`src/rtl/tmr_pkg.sv`:
```
package tmr_pkg;

  // control word, bit 0 is the least significant field
  typedef struct packed {
    logic [1:0] cap_edge;   // 12:11  bit0 rising, bit1 falling
    logic       toggle;     // 10
    logic [1:0] out_trig;   // 9:8
    logic       out_def;    // 7
    logic       cmp_en;     // 6
    logic [2:0] pre_ratio;  // 5:3
    logic       pre_en;     // 2
    logic       reload;     // 1
    logic       run;        // 0
  } tmr_ctrl_t;

  localparam int unsigned CTRL_W = $bits(tmr_ctrl_t);

  localparam logic [1:0] TRIG_NONE = 2'b00;
  localparam logic [1:0] TRIG_OVF  = 2'b01;
  localparam logic [1:0] TRIG_ANY  = 2'b10;

  localparam int unsigned FLAG_N   = 3;
  localparam int unsigned ST_MATCH = 0;
  localparam int unsigned ST_OVF   = 1;
  localparam int unsigned ST_CAP   = 2;

  localparam int unsigned OFS_CTRL  = 'h00;
  localparam int unsigned OFS_STAT  = 'h04;
  localparam int unsigned OFS_IEN   = 'h08;
  localparam int unsigned OFS_WEN   = 'h0C;
  localparam int unsigned OFS_CNT   = 'h10;
  localparam int unsigned OFS_LOAD  = 'h14;
  localparam int unsigned OFS_TRIG  = 'h18;
  localparam int unsigned OFS_MATCH = 'h1C;
  localparam int unsigned OFS_CAPT  = 'h20;

endpackage

```
`src/rtl/tmr_prescale.sv`:
```
module tmr_prescale #(
  parameter int RATIO_W = 3
) (
  input  logic               clk_i,
  input  logic               rst_n,
  input  logic               run_i,
  input  logic               pre_en_i,
  input  logic [RATIO_W-1:0] ratio_i,
  output logic               tick_o
);

  localparam int DIV_W = 2 ** RATIO_W;

  logic [DIV_W-1:0] div_q;
  logic [DIV_W-1:0] div_d;
  logic [DIV_W-1:0] term;
  logic             at_term;

  always_comb begin
    // terminal value 2^(ratio+1)-1: bits 0..ratio set
    for (int b = 0; b < DIV_W; b++) begin
      term[b] = (b <= int'(ratio_i));
    end
    at_term = (div_q == term);
    tick_o  = run_i & (~pre_en_i | at_term);
    if (!run_i || !pre_en_i || at_term) begin
      div_d = '0;
    end else begin
      div_d = div_q + 1'b1;
    end
  end

  always_ff @(posedge clk_i or negedge rst_n) begin
    if (!rst_n) begin
      div_q <= '0;
    end else begin
      div_q <= div_d;
    end
  end

endmodule

```
`src/rtl/tmr_counter.sv`:
```
module tmr_counter #(
  parameter int CNT_W = 32
) (
  input  logic             clk_i,
  input  logic             rst_n,
  input  logic             tick_i,
  input  logic             cnt_wr_i,
  input  logic             trig_wr_i,
  input  logic [CNT_W-1:0] wdata_i,
  input  logic [CNT_W-1:0] load_i,
  input  logic             reload_i,
  input  logic             cmp_en_i,
  input  logic [CNT_W-1:0] match_i,
  output logic [CNT_W-1:0] count_o,
  output logic             ovf_o,
  output logic             match_o
);

  logic [CNT_W-1:0] cnt_q;
  logic [CNT_W-1:0] cnt_d;
  logic [CNT_W-1:0] stepped;
  logic             at_max;
  logic             busy;

  always_comb begin
    at_max  = &cnt_q;
    busy    = cnt_wr_i | trig_wr_i;
    if (at_max) begin
      stepped = reload_i ? load_i : '0;
    end else begin
      stepped = cnt_q + 1'b1;
    end
    if (cnt_wr_i) begin
      cnt_d = wdata_i;
    end else if (trig_wr_i) begin
      cnt_d = load_i;
    end else if (tick_i) begin
      cnt_d = stepped;
    end else begin
      cnt_d = cnt_q;
    end
    ovf_o   = tick_i & ~busy & at_max;
    match_o = tick_i & ~busy & cmp_en_i & (stepped == match_i);
  end

  always_ff @(posedge clk_i or negedge rst_n) begin
    if (!rst_n) begin
      cnt_q <= '0;
    end else begin
      cnt_q <= cnt_d;
    end
  end

  assign count_o = cnt_q;

endmodule

```
`src/rtl/tmr_outgen.sv`:
```
module tmr_outgen
  import tmr_pkg::*;
(
  input  logic       clk_i,
  input  logic       rst_n,
  input  logic [1:0] trig_i,
  input  logic       toggle_i,
  input  logic       def_i,
  input  logic       ovf_i,
  input  logic       match_i,
  output logic       out_o
);

  logic phase_q;
  logic phase_d;
  logic evt;

  always_comb begin
    evt = ((trig_i == TRIG_OVF) & ovf_i) |
          ((trig_i == TRIG_ANY) & (ovf_i | match_i));
    if (trig_i == TRIG_NONE) begin
      phase_d = 1'b0;
    end else if (toggle_i) begin
      phase_d = phase_q ^ evt;
    end else begin
      phase_d = evt;
    end
  end

  always_ff @(posedge clk_i or negedge rst_n) begin
    if (!rst_n) begin
      phase_q <= 1'b0;
    end else begin
      phase_q <= phase_d;
    end
  end

  assign out_o = def_i ^ phase_q;

endmodule

```
`src/rtl/gp_timer.sv`:
```
module gp_timer
  import tmr_pkg::*;
#(
  parameter int CNT_W   = 32,
  parameter int ADDR_W  = 8,
  parameter int RATIO_W = 3
) (
  input  logic              clk_i,
  input  logic              rst_ni,
  input  logic              bus_wr_i,
  input  logic [ADDR_W-1:0] bus_addr_i,
  input  logic [CNT_W-1:0]  bus_wdata_i,
  output logic [CNT_W-1:0]  bus_rdata_o,
  input  logic              cap_i,
  output logic              irq_o,
  output logic              wake_o,
  output logic              evt_o
);

  // reset: asserted at once, released after two edges
  logic rst_meta;
  logic rst_n;

  always_ff @(posedge clk_i or negedge rst_ni) begin
    if (!rst_ni) begin
      rst_meta <= 1'b0;
      rst_n    <= 1'b0;
    end else begin
      rst_meta <= 1'b1;
      rst_n    <= rst_meta;
    end
  end

  tmr_ctrl_t          ctrl_q, ctrl_d;
  logic [FLAG_N-1:0]  stat_q, stat_d, ien_q, ien_d, wen_q, wen_d;
  logic [FLAG_N-1:0]  stat_set, stat_clr;
  logic [CNT_W-1:0]   load_q, load_d, match_q, match_d, capt_q, capt_d;
  logic               cap_prev_q;
  logic               wr_ctrl, wr_stat, wr_ien, wr_wen, wr_cnt, wr_load, wr_trig, wr_match;
  logic               tick, ovf_evt, match_evt, cap_evt;
  logic [CNT_W-1:0]   count;

  always_comb begin
    wr_ctrl  = bus_wr_i & (bus_addr_i == ADDR_W'(OFS_CTRL));
    wr_stat  = bus_wr_i & (bus_addr_i == ADDR_W'(OFS_STAT));
    wr_ien   = bus_wr_i & (bus_addr_i == ADDR_W'(OFS_IEN));
    wr_wen   = bus_wr_i & (bus_addr_i == ADDR_W'(OFS_WEN));
    wr_cnt   = bus_wr_i & (bus_addr_i == ADDR_W'(OFS_CNT));
    wr_load  = bus_wr_i & (bus_addr_i == ADDR_W'(OFS_LOAD));
    wr_trig  = bus_wr_i & (bus_addr_i == ADDR_W'(OFS_TRIG));
    wr_match = bus_wr_i & (bus_addr_i == ADDR_W'(OFS_MATCH));
  end

  tmr_prescale #(.RATIO_W(RATIO_W)) u_pre (
    .clk_i    (clk_i),
    .rst_n    (rst_n),
    .run_i    (ctrl_q.run),
    .pre_en_i (ctrl_q.pre_en),
    .ratio_i  (RATIO_W'(ctrl_q.pre_ratio)),
    .tick_o   (tick)
  );

  tmr_counter #(.CNT_W(CNT_W)) u_cnt (
    .clk_i     (clk_i),
    .rst_n     (rst_n),
    .tick_i    (tick),
    .cnt_wr_i  (wr_cnt),
    .trig_wr_i (wr_trig),
    .wdata_i   (bus_wdata_i),
    .load_i    (load_q),
    .reload_i  (ctrl_q.reload),
    .cmp_en_i  (ctrl_q.cmp_en),
    .match_i   (match_q),
    .count_o   (count),
    .ovf_o     (ovf_evt),
    .match_o   (match_evt)
  );

  tmr_outgen u_out (
    .clk_i    (clk_i),
    .rst_n    (rst_n),
    .trig_i   (ctrl_q.out_trig),
    .toggle_i (ctrl_q.toggle),
    .def_i    (ctrl_q.out_def),
    .ovf_i    (ovf_evt),
    .match_i  (match_evt),
    .out_o    (evt_o)
  );

  // next state
  always_comb begin
    ctrl_d = ctrl_q;
    if (wr_ctrl) begin
      ctrl_d = tmr_ctrl_t'(bus_wdata_i[CTRL_W-1:0]);
    end else if (ovf_evt && !ctrl_q.reload) begin
      ctrl_d.run = 1'b0;
    end

    cap_evt = (ctrl_q.cap_edge[0] & cap_i & ~cap_prev_q) |
              (ctrl_q.cap_edge[1] & ~cap_i & cap_prev_q);

    stat_set           = '0;
    stat_set[ST_MATCH] = match_evt;
    stat_set[ST_OVF]   = ovf_evt;
    stat_set[ST_CAP]   = cap_evt;
    stat_clr           = wr_stat ? bus_wdata_i[FLAG_N-1:0] : '0;
    stat_d             = (stat_q & ~stat_clr) | stat_set;

    ien_d   = wr_ien   ? bus_wdata_i[FLAG_N-1:0] : ien_q;
    wen_d   = wr_wen   ? bus_wdata_i[FLAG_N-1:0] : wen_q;
    load_d  = wr_load  ? bus_wdata_i : load_q;
    match_d = wr_match ? bus_wdata_i : match_q;
    capt_d  = cap_evt  ? count : capt_q;
  end

  // registers
  always_ff @(posedge clk_i or negedge rst_n) begin
    if (!rst_n) begin
      ctrl_q     <= '0;
      stat_q     <= '0;
      ien_q      <= '0;
      wen_q      <= '0;
      load_q     <= '0;
      match_q    <= '0;
      capt_q     <= '0;
      cap_prev_q <= 1'b0;
    end else begin
      ctrl_q     <= ctrl_d;
      stat_q     <= stat_d;
      ien_q      <= ien_d;
      wen_q      <= wen_d;
      load_q     <= load_d;
      match_q    <= match_d;
      capt_q     <= capt_d;
      cap_prev_q <= cap_i;
    end
  end

  assign irq_o  = |(stat_q & ien_q);
  assign wake_o = |(stat_q & wen_q);

  always_comb begin
    case (bus_addr_i)
      ADDR_W'(OFS_CTRL):  bus_rdata_o = CNT_W'(ctrl_q);
      ADDR_W'(OFS_STAT):  bus_rdata_o = CNT_W'(stat_q);
      ADDR_W'(OFS_IEN):   bus_rdata_o = CNT_W'(ien_q);
      ADDR_W'(OFS_WEN):   bus_rdata_o = CNT_W'(wen_q);
      ADDR_W'(OFS_CNT):   bus_rdata_o = count;
      ADDR_W'(OFS_LOAD):  bus_rdata_o = load_q;
      ADDR_W'(OFS_MATCH): bus_rdata_o = match_q;
      ADDR_W'(OFS_CAPT):  bus_rdata_o = capt_q;
      default:            bus_rdata_o = '0;
    endcase
  end

endmodule

```
`config.mk`:
```
export PLATFORM = sky130hd
export DESIGN_NAME = gp_timer
export DESIGN_NICKNAME = d
export VERILOG_FILES = /design/src/rtl/tmr_pkg.sv /design/src/rtl/tmr_prescale.sv /design/src/rtl/tmr_counter.sv /design/src/rtl/tmr_outgen.sv /design/src/rtl/gp_timer.sv
export SDC_FILE = /design/constraint.sdc
export NUM_CORES = 1
export LEC_CHECK = 0
export BUFFER_PORTS_ARGS = -buffer_cell sky130_fd_sc_hd__buf_2
export CAP_MARGIN = 5
export CORE_ASPECT_RATIO = 0.75
export CORE_MARGIN = 3
export CORE_UTILIZATION = 65
export CTS_BUF_LIST = sky130_fd_sc_hd__clkbuf_4 sky130_fd_sc_hd__clkbuf_8 sky130_fd_sc_hd__clkbuf_16
export CTS_CLUSTER_SIZE = 28
export DETAILED_ROUTE_END_ITERATION = 10
export GPL_TIMING_DRIVEN = 0
export HOLD_SLACK_MARGIN = 0.12
export MAX_ROUTING_LAYER = met4
export PLACE_DENSITY = 0.83
export SYNTH_ARGS = -nofsm -noshare
export SYNTH_HDL_FRONTEND = slang
export SYNTH_SLANG_ARGS = --single-unit
```
`constraint.sdc`:
```
create_clock -name clk_i -period 11.5 [get_ports clk_i]
set_input_delay 0.575 -clock clk_i [delete_from_list [all_inputs] [get_ports clk_i]]
set_output_delay 0.575 -clock clk_i [all_outputs]
set_load 0.01 [all_outputs]
```
==> out/qor.txt, run 1 <==
Status - complete, no violations
Crit path cell chain - clkbuf_1 -> inv_1 -> nor4_1 -> and3_1 -> a21oi_1 -> xnor2_1 -> nor4_1 -> o2111ai_1 -> or4_4 -> mux2_4 -> o2111ai_2
Largest fanout on the critical path - 10
CP Capture Type - flip-flop
Share of post-route cells with drive strength above 1 - 23.96%
Post-Syn Area - 9613 um^2
Setup ws final - 6.413 ns
Total global-route track usage - 46.48%
Area leader, netlist - dfrtp_1
Leading cell type in the layout, fill and taps excluded - dfrtp_1
Min-delay worst type - primary input to flip-flop
Synth Register Bits - 162
Max-slew violations - 0
Largest net degree at the start of global routing - 69
First-pass GRT wire length - 55700 um
Power share of the combinational group - 24.9%
Tmin final - 5.087 ns
Maxcap violations - 0
CTS tree - yes
Syn Area/Cell - 9.720 um^2
H-tree Lvls - 4
Worst-Margin Slew - 1.321 ns
Initial antenna violation count - 1
Crit Path Category - flip-flop to flip-flop
DR pass1 iterations - 7
Synthesis warning total - 0
Power Dens Cells - 161.8 nW/um^2
Syn nets - 1035
WP data required - 11.86 ns
Clock latency on the worst-skew pair - 0.44 ns
CP Launch Type - flip-flop
RSZ-0062 raised after global routing - false
Area of the multi-input gates - 5209 um^2
Most used cell along the critical path - nor4_1
Number of buffers added on ports - 78
Place WS - 6.745 ns
Slowest cell on the critical path - nor4_1
CP arrival - 5.45 ns
Final hold violation count - 0
Nets - 1135
CP max stage delay - 1.16 ns
TritonCTS Sinks - 162
HPWL after DPL - 25720 um
Max_slew headroom - 11.09%
DRC violations left - 0
Most frequent cells in the layout - 161 x dfrtp_1, 113 x mux2_2, 91 x buf_2
Setup TNS - 0 ns
Chip width - 146.4 um
Max VDD drop - 0.1340 mV
Final period util - 44.24%
FF+latch area - 4058 um^2
GR Overflow Total - 0
Total Wirelength - 36900 um
Reg clk slew, reported paths - 0.07 ns
Layout fillers - 915
Cts repair resizes - 0
Register area share after synthesis - 42.17%
Clock network power share - 31.7%
Ys flop type - dfrtp_1
CTS Buf Count - 17
Antenna viol nets, final - 0
CTS Buffer Depth - 2
I/O pins - 79
Sw Pwr - 0.6172 mW
Distinct cells, synth - 72
CTS root buf - clkbuf_16
Critical path's top delay family - simple AND/OR/NAND/NOR gates
Fmax - 0.1966 GHz
Die area - 16300 um^2
Initial DRC count - 1689
Post-synth EDFFs - 0
Vias in the first global route - 9346
Setup skew after layout - 0.01069 ns
DR vias/cell - 7.474
Die height - 111.3 um
Routed wire per std cell - 28.43 um
Syn Inst Count - 989
Post-synth top area share - 42.17%
Initial Util - 68.31%
Core area - 14070 um^2
Synth async-reset ratio - 100.0%
Leakage - 4.879 nW
Final setup fails - 0
Internal power - 1.145 mW
Synth area leaders - dfrtp_1 42%, mux2_2 13%, a22oi_1 6.7%
Sequential Power Share - 43.4%
Crit path buffers/inverters - 2
Layout area overhead - 13.28%
Switching share of power - 35.02%
# rows - 37
Final Wtd Congestion - 1.086
Total number of vias - 9701
-- worst register-to-register path: stages, from the launching register on --
cell and delay (ns):
dfrtp_1 0.32, clkbuf_1 0.50, inv_1 0.32, nor4_1 1.16
and3_1 0.52, a21oi_1 0.14, xnor2_1 0.15, nor4_1 0.72
o2111ai_1 0.24, or4_4 0.53, mux2_4 0.33, o2111ai_2 0.08
-- cell families (layout without fill, tap and decap cells) --
| family | count (synthesis) | after routing | synth area share [%] |
|---|---|---|---|
| fa+ha+maj | 2 | 2 | 0.2603 |
| simple gates | 314 | 314 | 17.27 |
| mux | 118 | 118 | 13.81 |
| buf+inv | 84 | 197 | 3.644 |
| flops | 162 | 162 | 42.17 |
| other cells | 1 | 2 | 0.03901 |
| compound gates | 255 | 255 | 17.82 |
| xor+xnor | 53 | 53 | 4.985 |
-- cell usage after synthesis, types with 4 or more instances --
library cell / n
nor2_1: 62
nand2_1: 90
or4_1: 5
dfrtp_1: 162
and2_1: 5
o21ai_0: 42
clkbuf_1: 50
xor2_1: 23
nand3_2: 4
a211oi_1: 5
a21oi_1: 65
o211ai_1: 5
and4_1: 11
nand3_1: 40
nand4_1: 25
mux2i_1: 4
mux2_2: 113
a221oi_1: 6
buf_2: 13
a31oi_1: 5
nor3_1: 15
and3_1: 10
nand3b_1: 4
nor4_1: 14
a222oi_1: 10
a22oi_1: 86
inv_1: 14
xnor2_1: 29
nand2b_1: 6
nor2b_1: 4
-- state kept, by name, summed over array words and instances, names as in the netlist, 3 cells and up --
name,cells
stat_q,3
u_cnt.count_o,32
ctrl_q,13
match_q,32
capt_q,32
wen_q,3
ien_q,3
u_pre.div_q,8
load_q,32
-- path summary, 6_finish.rpt --
| check | start | endpoint | slack [ns] | depth (start not counted) |
|---|---|---|---|---|
| setup / recovery | ctrl_q[1]$_DFFE_PN0P_ | u_out.phase_q$_DFF_PN0_ | 6.41 | 11 |
| hold / removal | cap_i | cap_prev_q$_DFF_PN0_ | 0.26 | 1 |
| setup reg to reg | ctrl_q[1]$_DFFE_PN0P_ | u_out.phase_q$_DFF_PN0_ | 6.41 | 11 |
| hold reg to reg | rst_n$_DFF_PN0_ | load_q[10]$_DFFE_PN0P_ | 0.28 | 0 |
| max in group asynchronous | rst_n$_DFF_PN0_ | u_cnt.count_o[22]$_DFFE_PN0P_ | 10.52 | 1 |
| min in group asynchronous | rst_n$_DFF_PN0_ | load_q[10]$_DFFE_PN0P_ | 0.28 | 0 |
-- area by class of cell --
type                            instances  area share (%)
Buffer                                 69           2.700
Clock inverter                         11          0.8273
Timing Repair Buffer                   81           4.182
Tap cell                              195           2.241
Inverter                               15          0.5171
Antenna cell                            1         0.02298
Sequential cell                       162           37.26
Clock buffer                           21           4.412
Multi-Input combinational cell        743           47.83
-- what timing repair did --
action	4_1_cts	5_1_grt
hold buffers	1	0
endpoints found under the hold margin	2	0
buffers inserted	0	0
-- metrics by stage --
step                      total power [mW]  cell area [um^2]  std cells  hold slack [ns]  utilization [%]
final                                1.762             10890       1298           0.2626            77.37
after detailed placement             1.179             10310       1264           0.2783            73.23
after CTS                            1.732             10890       1297           0.2588            77.36
after floorplan                      1.046              9613        989           0.2794                -
after global placement               1.156             10250       1262           0.3420            72.81
after global routing                 1.820             10890       1298           0.2645            77.37
-- layer usage --
layer / vias up / GRT usage (%) / share of wire [%]
li1: 3923 / - / -
met1: 4614 / 61.95 / 37
met2: 949 / 62.33 / 41
met3: 215 / 19.78 / 18
met4: 0 / 19.11 / 4.8
met5: - / - / 0
-- power by group through the flow --
stage / sequential (mW) / clock (mW) / combinational, mW
floorplan: 0.737 / 0 / 0.309
global placement: 0.765 / 0 / 0.391
detailed placement: 0.764 / 0 / 0.414
CTS: 0.756 / 0.554 / 0.422
global route: 0.772 / 0.581 / 0.468
finish: 0.765 / 0.560 / 0.438
Note: power is estimated with default switching activity, not from simulation.
==> run 2: changes to the inputs <==
- ABC_AREA: unset -> 1
- CORE_UTILIZATION: 65 -> 61
- PLACE_DENSITY: 0.83 -> 0.78
- clock period: 11.5 -> 4.8 ns (I/O delays scaled with it)
==> run 2 against run 1 <==
  * Worst hold slack got worse by 0.079 ns
  * Sequential power is 140% higher
  * Core utilization fell by 3.8 points
  * Combinational power up 150%
  * Critical endpoint is now bus_rdata_o[13]
  * Cell area is 4.1% higher
  * Sequential share of layout area down 1.5 points
  * Register-to-register slack worse by 4.9 ns
  * Clock skew decreased by 0.0020 ns
  * Largest cell class unchanged
  * Total power increased by 140%
  * Non-clock buffer count up 20
  * Count of clock-buffer cells in the layout decreased by 2
  * Largest power group unchanged
==> out/qor.txt, run 2 <==
Status - complete, no violations
Crit Path Category - primary input to output pin
RSZ-0062 raised after global routing - false
Initial antenna violation count - 0
Nets - 1561
Worst setup path start - bus_addr_i[7]
CP Launch Type - primary input
CP Capture Type - output pin
DR pass1 iterations - 8
Switching share of power - 36.71%
# rows - 39
ANT cells - 0
Register area share after synthesis - 41.75%
Synth Register Bits - 162
Distinct cells, synth - 45
Initial Util - 62.97%
Number of buffers added on ports - 77
Max_slew headroom - 30.69%
CTS root buf - clkbuf_16
Power share of the combinational group - 25.2%
Slowest cell on the critical path - clkbuf_1
Clock network power share - 32.1%
Sw Pwr - 1.574 mW
Leakage - 5.597 nW
Crit path cell chain - buf_2 -> or2_2 -> or2_2 -> nor3_1 -> buf_4 -> clkbuf_1 -> a21oi_1 -> o21ai_0 -> buf_2
FF+latch area - 4058 um^2
Area of the multi-input gates - 4767 um^2
CP arrival - 3.17 ns
Die area - 17480 um^2
Routed wire per std cell - 21.74 um
Reg clk slew, reported paths - 0.07 ns
Power Dens Cells - 378.2 nW/um^2
Final hold violation count - 0
Min-delay worst type - primary input to flip-flop
Post-Syn Area - 9709 um^2
Antenna viol nets, final - 0
Synth async-reset ratio - 100.0%
Initial DRC count - 1754
HPWL after DPL - 26870 um
Count leader, synth - nand2_1
CTS Buf Count - 17
Max VDD drop - 0.2280 mV
Total Wirelength - 37670 um
Layout fillers - 1239
Syn nets - 1428
R2r endpoint - u_out.phase_q$_DFF_PN0_
Setup skew after layout - 0.008720 ns
Post-synth top cells - 415 x nand2_1, 176 x o21ai_0, 167 x inv_1, 162 x dfrtp_1, 99 x nor2_1
CP endpoint - bus_rdata_o[13]
Max-slew violations - 0
DR vias/cell - 6.350
First-pass GRT wire length - 56810 um
GR Overflow Total - 0
Leading cell type in the layout, fill and taps excluded - nand2_1
Design area - 11340 um^2
Area leader, netlist - dfrtp_1
Sequential Power Share - 42.7%
Post-synth top area share - 41.75%
Largest net degree at the start of global routing - 72
Synthesis warning total - 0
Ys flop type - dfrtp_1
Reg2reg setup slack - 1.55 ns
Fmax - 0.2932 GHz
Die height - 115.3 um
Vias in the first global route - 10060
Tmin final - 3.411 ns
Core area - 15420 um^2
Layout area overhead - 16.78%
DRC violations left - 0
Chip width - 151.7 um
Share of post-route cells with drive strength above 1 - 10.41%
Worst r2r path cells - 20
TritonCTS Sinks - 162
Post-synth EDFFs - 0
Total number of vias - 11010
Reg2reg start - u_cnt.count_o[1]$_DFFE_PN0P_
Maxcap violations - 0
Internal power - 2.714 mW
I/O pins - 79
Final period util - 71.06%
Clock latency on the worst-skew pair - 0.44 ns
CP max stage delay - 0.79 ns
Most frequent cells in the layout - 415 x nand2_1, 176 x o21ai_0, 167 x inv_1
H-tree Lvls - 4
Largest fanout on the critical path - 10
WP data required - 4.56 ns
Synth area leaders - dfrtp_1 42%, nand2_1 16%, o21ai_0 9.1%
Syn Inst Count - 1382
Total global-route track usage - 45.12%
Final Wtd Congestion - 1.092
CTS tree - yes
CTS Buffer Depth - 2
Final setup fails - 0
Syn Area/Cell - 7.026 um^2
Placed Area - 10420 um^2
Setup TNS - 0 ns
Worst-Margin Slew - 1.040 ns
-- run 2: logic make-up after synthesis --
kind of cell	synth area share, %
xor gates and xnor gates	0.9923
other	0.03862
AOI/OAI and AO/OA	18.70
muxes	0.1160
and+or+nand+nor	28.93
adders and majority gates	0.2577
DFF	41.75
buffers and inverters	9.214
-- run 2: critical path, delay by kind of cell --
| kind | cells | cell delay [ns] |
|---|---|---|
| AO/OA/AOI/OAI | 2 | 0.29 |
| AND/OR/NAND/NOR | 3 | 1.28 |
| buffers and inverters | 4 | 1.36 |
-- run 2: metrics by stage --
step | worst slack (ns) | cells | util, % | total power [mW] | hold WS (ns)
final | 1.389 | 1733 | 73.53 | 4.288 | 0.1833
after global routing | 1.322 | 1733 | 73.53 | 4.457 | 0.2242
after CTS | 1.410 | 1732 | 73.48 | 4.212 | 0.1778
after detailed placement | 1.421 | 1667 | 67.60 | 2.845 | 0.03238
after global placement | 1.067 | 1664 | 67.14 | 2.799 | 0.02549
after floorplan | 2.119 | 1382 | - | 2.509 | -0.05559
-- run 2: per-layer routing --
metal  vias to the layer above  wire length [um]  track usage, %
met5                         -                 0               -
met4                         0              1515           18.49
met3                       150              6175           16.78
met2                       902             15350           60.53
met1                      5120             14630           61.50
li1                       4833                 -               -
-- run 2: worst min-delay path by stage --
stage | from | end | slack, ns | cells after the start
after floorplan | rst_ni | rst_meta$_DFF_PN0_ | -0.06 | 0
after global placement | rst_ni | rst_meta$_DFF_PN0_ | 0.03 | 1
after detailed placement | rst_ni | rst_meta$_DFF_PN0_ | 0.03 | 1
after CTS | bus_wdata_i[9] | load_q[9]$_DFFE_PN0P_ | 0.18 | 3
after global routing | bus_wdata_i[0] | load_q[0]$_DFFE_PN0P_ | 0.22 | 3
final | bus_wdata_i[9] | load_q[9]$_DFFE_PN0P_ | 0.18 | 3
-- run 2: final cells by class --
type                            count  share of cell area [%]
Timing Repair Buffer              114                   6.930
Multi-Input combinational cell    993                   42.04
Clock inverter                     13                   1.092
Clock buffer                       19                   3.995
Tap cell                          205                   2.262
Inverter                          171                   5.661
Buffer                             56                   2.229
Sequential cell                   162                   35.79
-- run 2: power by group through the flow --
stage	combinational (mW)	clock (mW)	sequential (mW)
after floorplan	0.722	0	1.79
after global placement	0.951	0	1.85
after detailed placement	1.01	0	1.84
after CTS	1.04	1.36	1.82
after global routing	1.19	1.42	1.85
final	1.08	1.38	1.83
-- run 2: timing repair --
item	4_1_cts	5_1_grt
hold buffers	33	0
endpoints found under the hold margin	48	0
buffers inserted	0	0
gates resized for setup	0	0
==> run 3: changes to the inputs <==
- clock period: 4.8 -> 3.5 ns (I/O delays scaled with it)
==> run 3 against run 2 <==
  * Non-clock buffer count increased by 1
  * Critical path depth unchanged
  * Sequential cell count unchanged
  * Register-to-register slack got worse by 1.2 ns
  * Clock power increased by 37%
  * Critical path type unchanged
  * Sequential power increased by 37%
  * Count of clock-buffer cells in the layout unchanged
  * Cell area about the same
  * Combinational power increased by 37%
  * Die area unchanged
  * Core utilization increased by 0.065 points
  * Total power increased by 37%
==> out/qor.txt, run 3 (same netlist as run 2, synthesis figures left out) <==
Status - complete, no violations
Initial DRC count - 1734
Total global-route track usage - 45.22%
I/O pins - 79
CTS Buf Count - 17
Chip width - 151.7 um
Tmin final - 3.259 ns
Die height - 115.3 um
WP data required - 3.32 ns
ANT cells - 0
Die area - 17480 um^2
Power Dens Cells - 518.0 nW/um^2
RSZ-0062 raised after global routing - false
Maxcap violations - 0
Leakage - 5.601 nW
Crit Path Category - primary input to output pin
Setup skew after layout - 0.01082 ns
TritonCTS Sinks - 162
Final cell utilization of the core - 73.60%
Crit path buffers/inverters - 4
Slowest cell on the critical path - clkbuf_1
Max VDD drop - 0.3134 mV
Max-slew violations - 0
Vias in the first global route - 10070
Worst-Margin Slew - 0.9756 ns
Nets - 1562
Share of post-route cells with drive strength above 1 - 10.40%
DRC violations left - 0
Routed wire per std cell - 21.68 um
GR Overflow Total - 0
Largest fanout on the critical path - 10
# rows - 39
Total Wirelength - 37590 um
Initial Util - 62.97%
Most frequent cells in the layout - 415 x nand2_1, 176 x o21ai_0, 167 x inv_1
Layout area overhead - 16.88%
CP Launch Type - primary input
Total number of vias - 10960
CTS root buf - clkbuf_16
Hold slack - 0.1424 ns
First-pass GRT wire length - 56900 um
Largest net degree at the start of global routing - 72
Crit path cell chain - buf_2 -> or2_2 -> or2_2 -> nor3_1 -> buf_4 -> clkbuf_1 -> a21oi_1 -> o21ai_0 -> buf_2
Clock latency on the worst-skew pair - 0.44 ns
Reg clk slew, reported paths - 0.07 ns
H-tree Lvls - 4
DR pass1 iterations - 8
Min-delay worst type - primary input to flip-flop
Initial antenna violation count - 0
Final hold violation count - 0
Final period util - 93.13%
Number of buffers added on ports - 77
CP max stage delay - 0.74 ns
Final setup fails - 0
CP Capture Type - output pin
DR vias/cell - 6.323
Post CTS Setup Buffer Count - 0
Final Wtd Congestion - 1.092
CTS Buffer Depth - 2
Leading cell type in the layout, fill and taps excluded - nand2_1
Critical path's top delay family - buffers and inverters
CTS tree - yes
Fmax - 0.3068 GHz
Max_slew headroom - 34.96%
HPWL after DPL - 26870 um
CP arrival - 3.08 ns
Antenna viol nets, final - 0
Core area - 15420 um^2
[run 3: per-layer routing]
metal / track usage, % / up-vias / share of wire (%)
li1: - / 4837 / -
met1: 61.42 / 5085 / 39
met2: 60.92 / 889 / 41
met3: 16.82 / 153 / 16
met4: 18.49 / 0 / 4.1
met5: - / - / 0
[run 3: layout make-up]
cell class                      count  area [um^2]
Buffer                             56        252.7
Clock buffer                       19        452.9
Clock inverter                     13        123.9
Fill cell                        1240         4071
Inverter                          171        641.9
Multi-Input combinational cell    993         4767
Sequential cell                   162         4058
Tap cell                          205        256.5
Timing Repair Buffer              115        795.8
[run 3: where the power goes]
group	total, mW	switching (mW)	leakage [nW]	internal, mW
registers	2.51	0.315	1.86	2.19
logic	1.48	0.985	3.46	0.498
clock network	1.89	0.856	0.282	1.03
total	5.88	2.16	5.60	3.72
[run 3: repair_timing]
| action | 4_1_cts | 5_1_grt |
|---|---|---|
| hold buffers | 34 | 0 |
| endpoints found under the setup margin | 0 | 0 |
| hold endpoints to repair | 74 | 0 |
| gates resized for setup | 0 | 0 |
[run 3: final timing paths]
path,from,end,slack [ns],cells after the start
worst max-delay path,bus_addr_i[7],bus_rdata_o[13],0.24,9
worst min register to register,rst_n$_DFF_PN0_,ctrl_q[11]$_DFFE_PN0P_,0.32,0
min in group asynchronous,rst_n$_DFF_PN0_,ctrl_q[11]$_DFFE_PN0P_,0.32,0
max in group asynchronous,rst_n$_DFF_PN0_,u_cnt.count_o[28]$_DFFE_PN0P_,2.43,1
worst min-delay path,bus_wdata_i[0],load_q[0]$_DFFE_PN0P_,0.14,3
worst max register to register,u_cnt.count_o[0]$_DFFE_PN0P_,u_out.phase_q$_DFF_PN0_,0.31,20
[run 3: worst register-to-register path, delay by kind of cell (launching register included)]
| kind | cells | cell delay [ns] |
|---|---|---|
| and+or+nand+nor | 19 | 2.42 |
| DFF | 1 | 0.42 |
| adders and majority gates | 1 | 0.26 |
[run 3: through the flow]
step	std cells	instance area (um^2)	setup slack [ns]	setup TNS (ns)	power, mW
global route	1734	11350	0.02214	0	6.114
CTS	1733	11340	0.2404	0	5.777
finish	1734	11350	0.2405	0	5.878
detailed placement	1667	10420	0.2508	0	3.901
global placement	1664	10350	-0.2332	-33.90	3.839
floorplan	1382	9711	0.8188	0	3.440
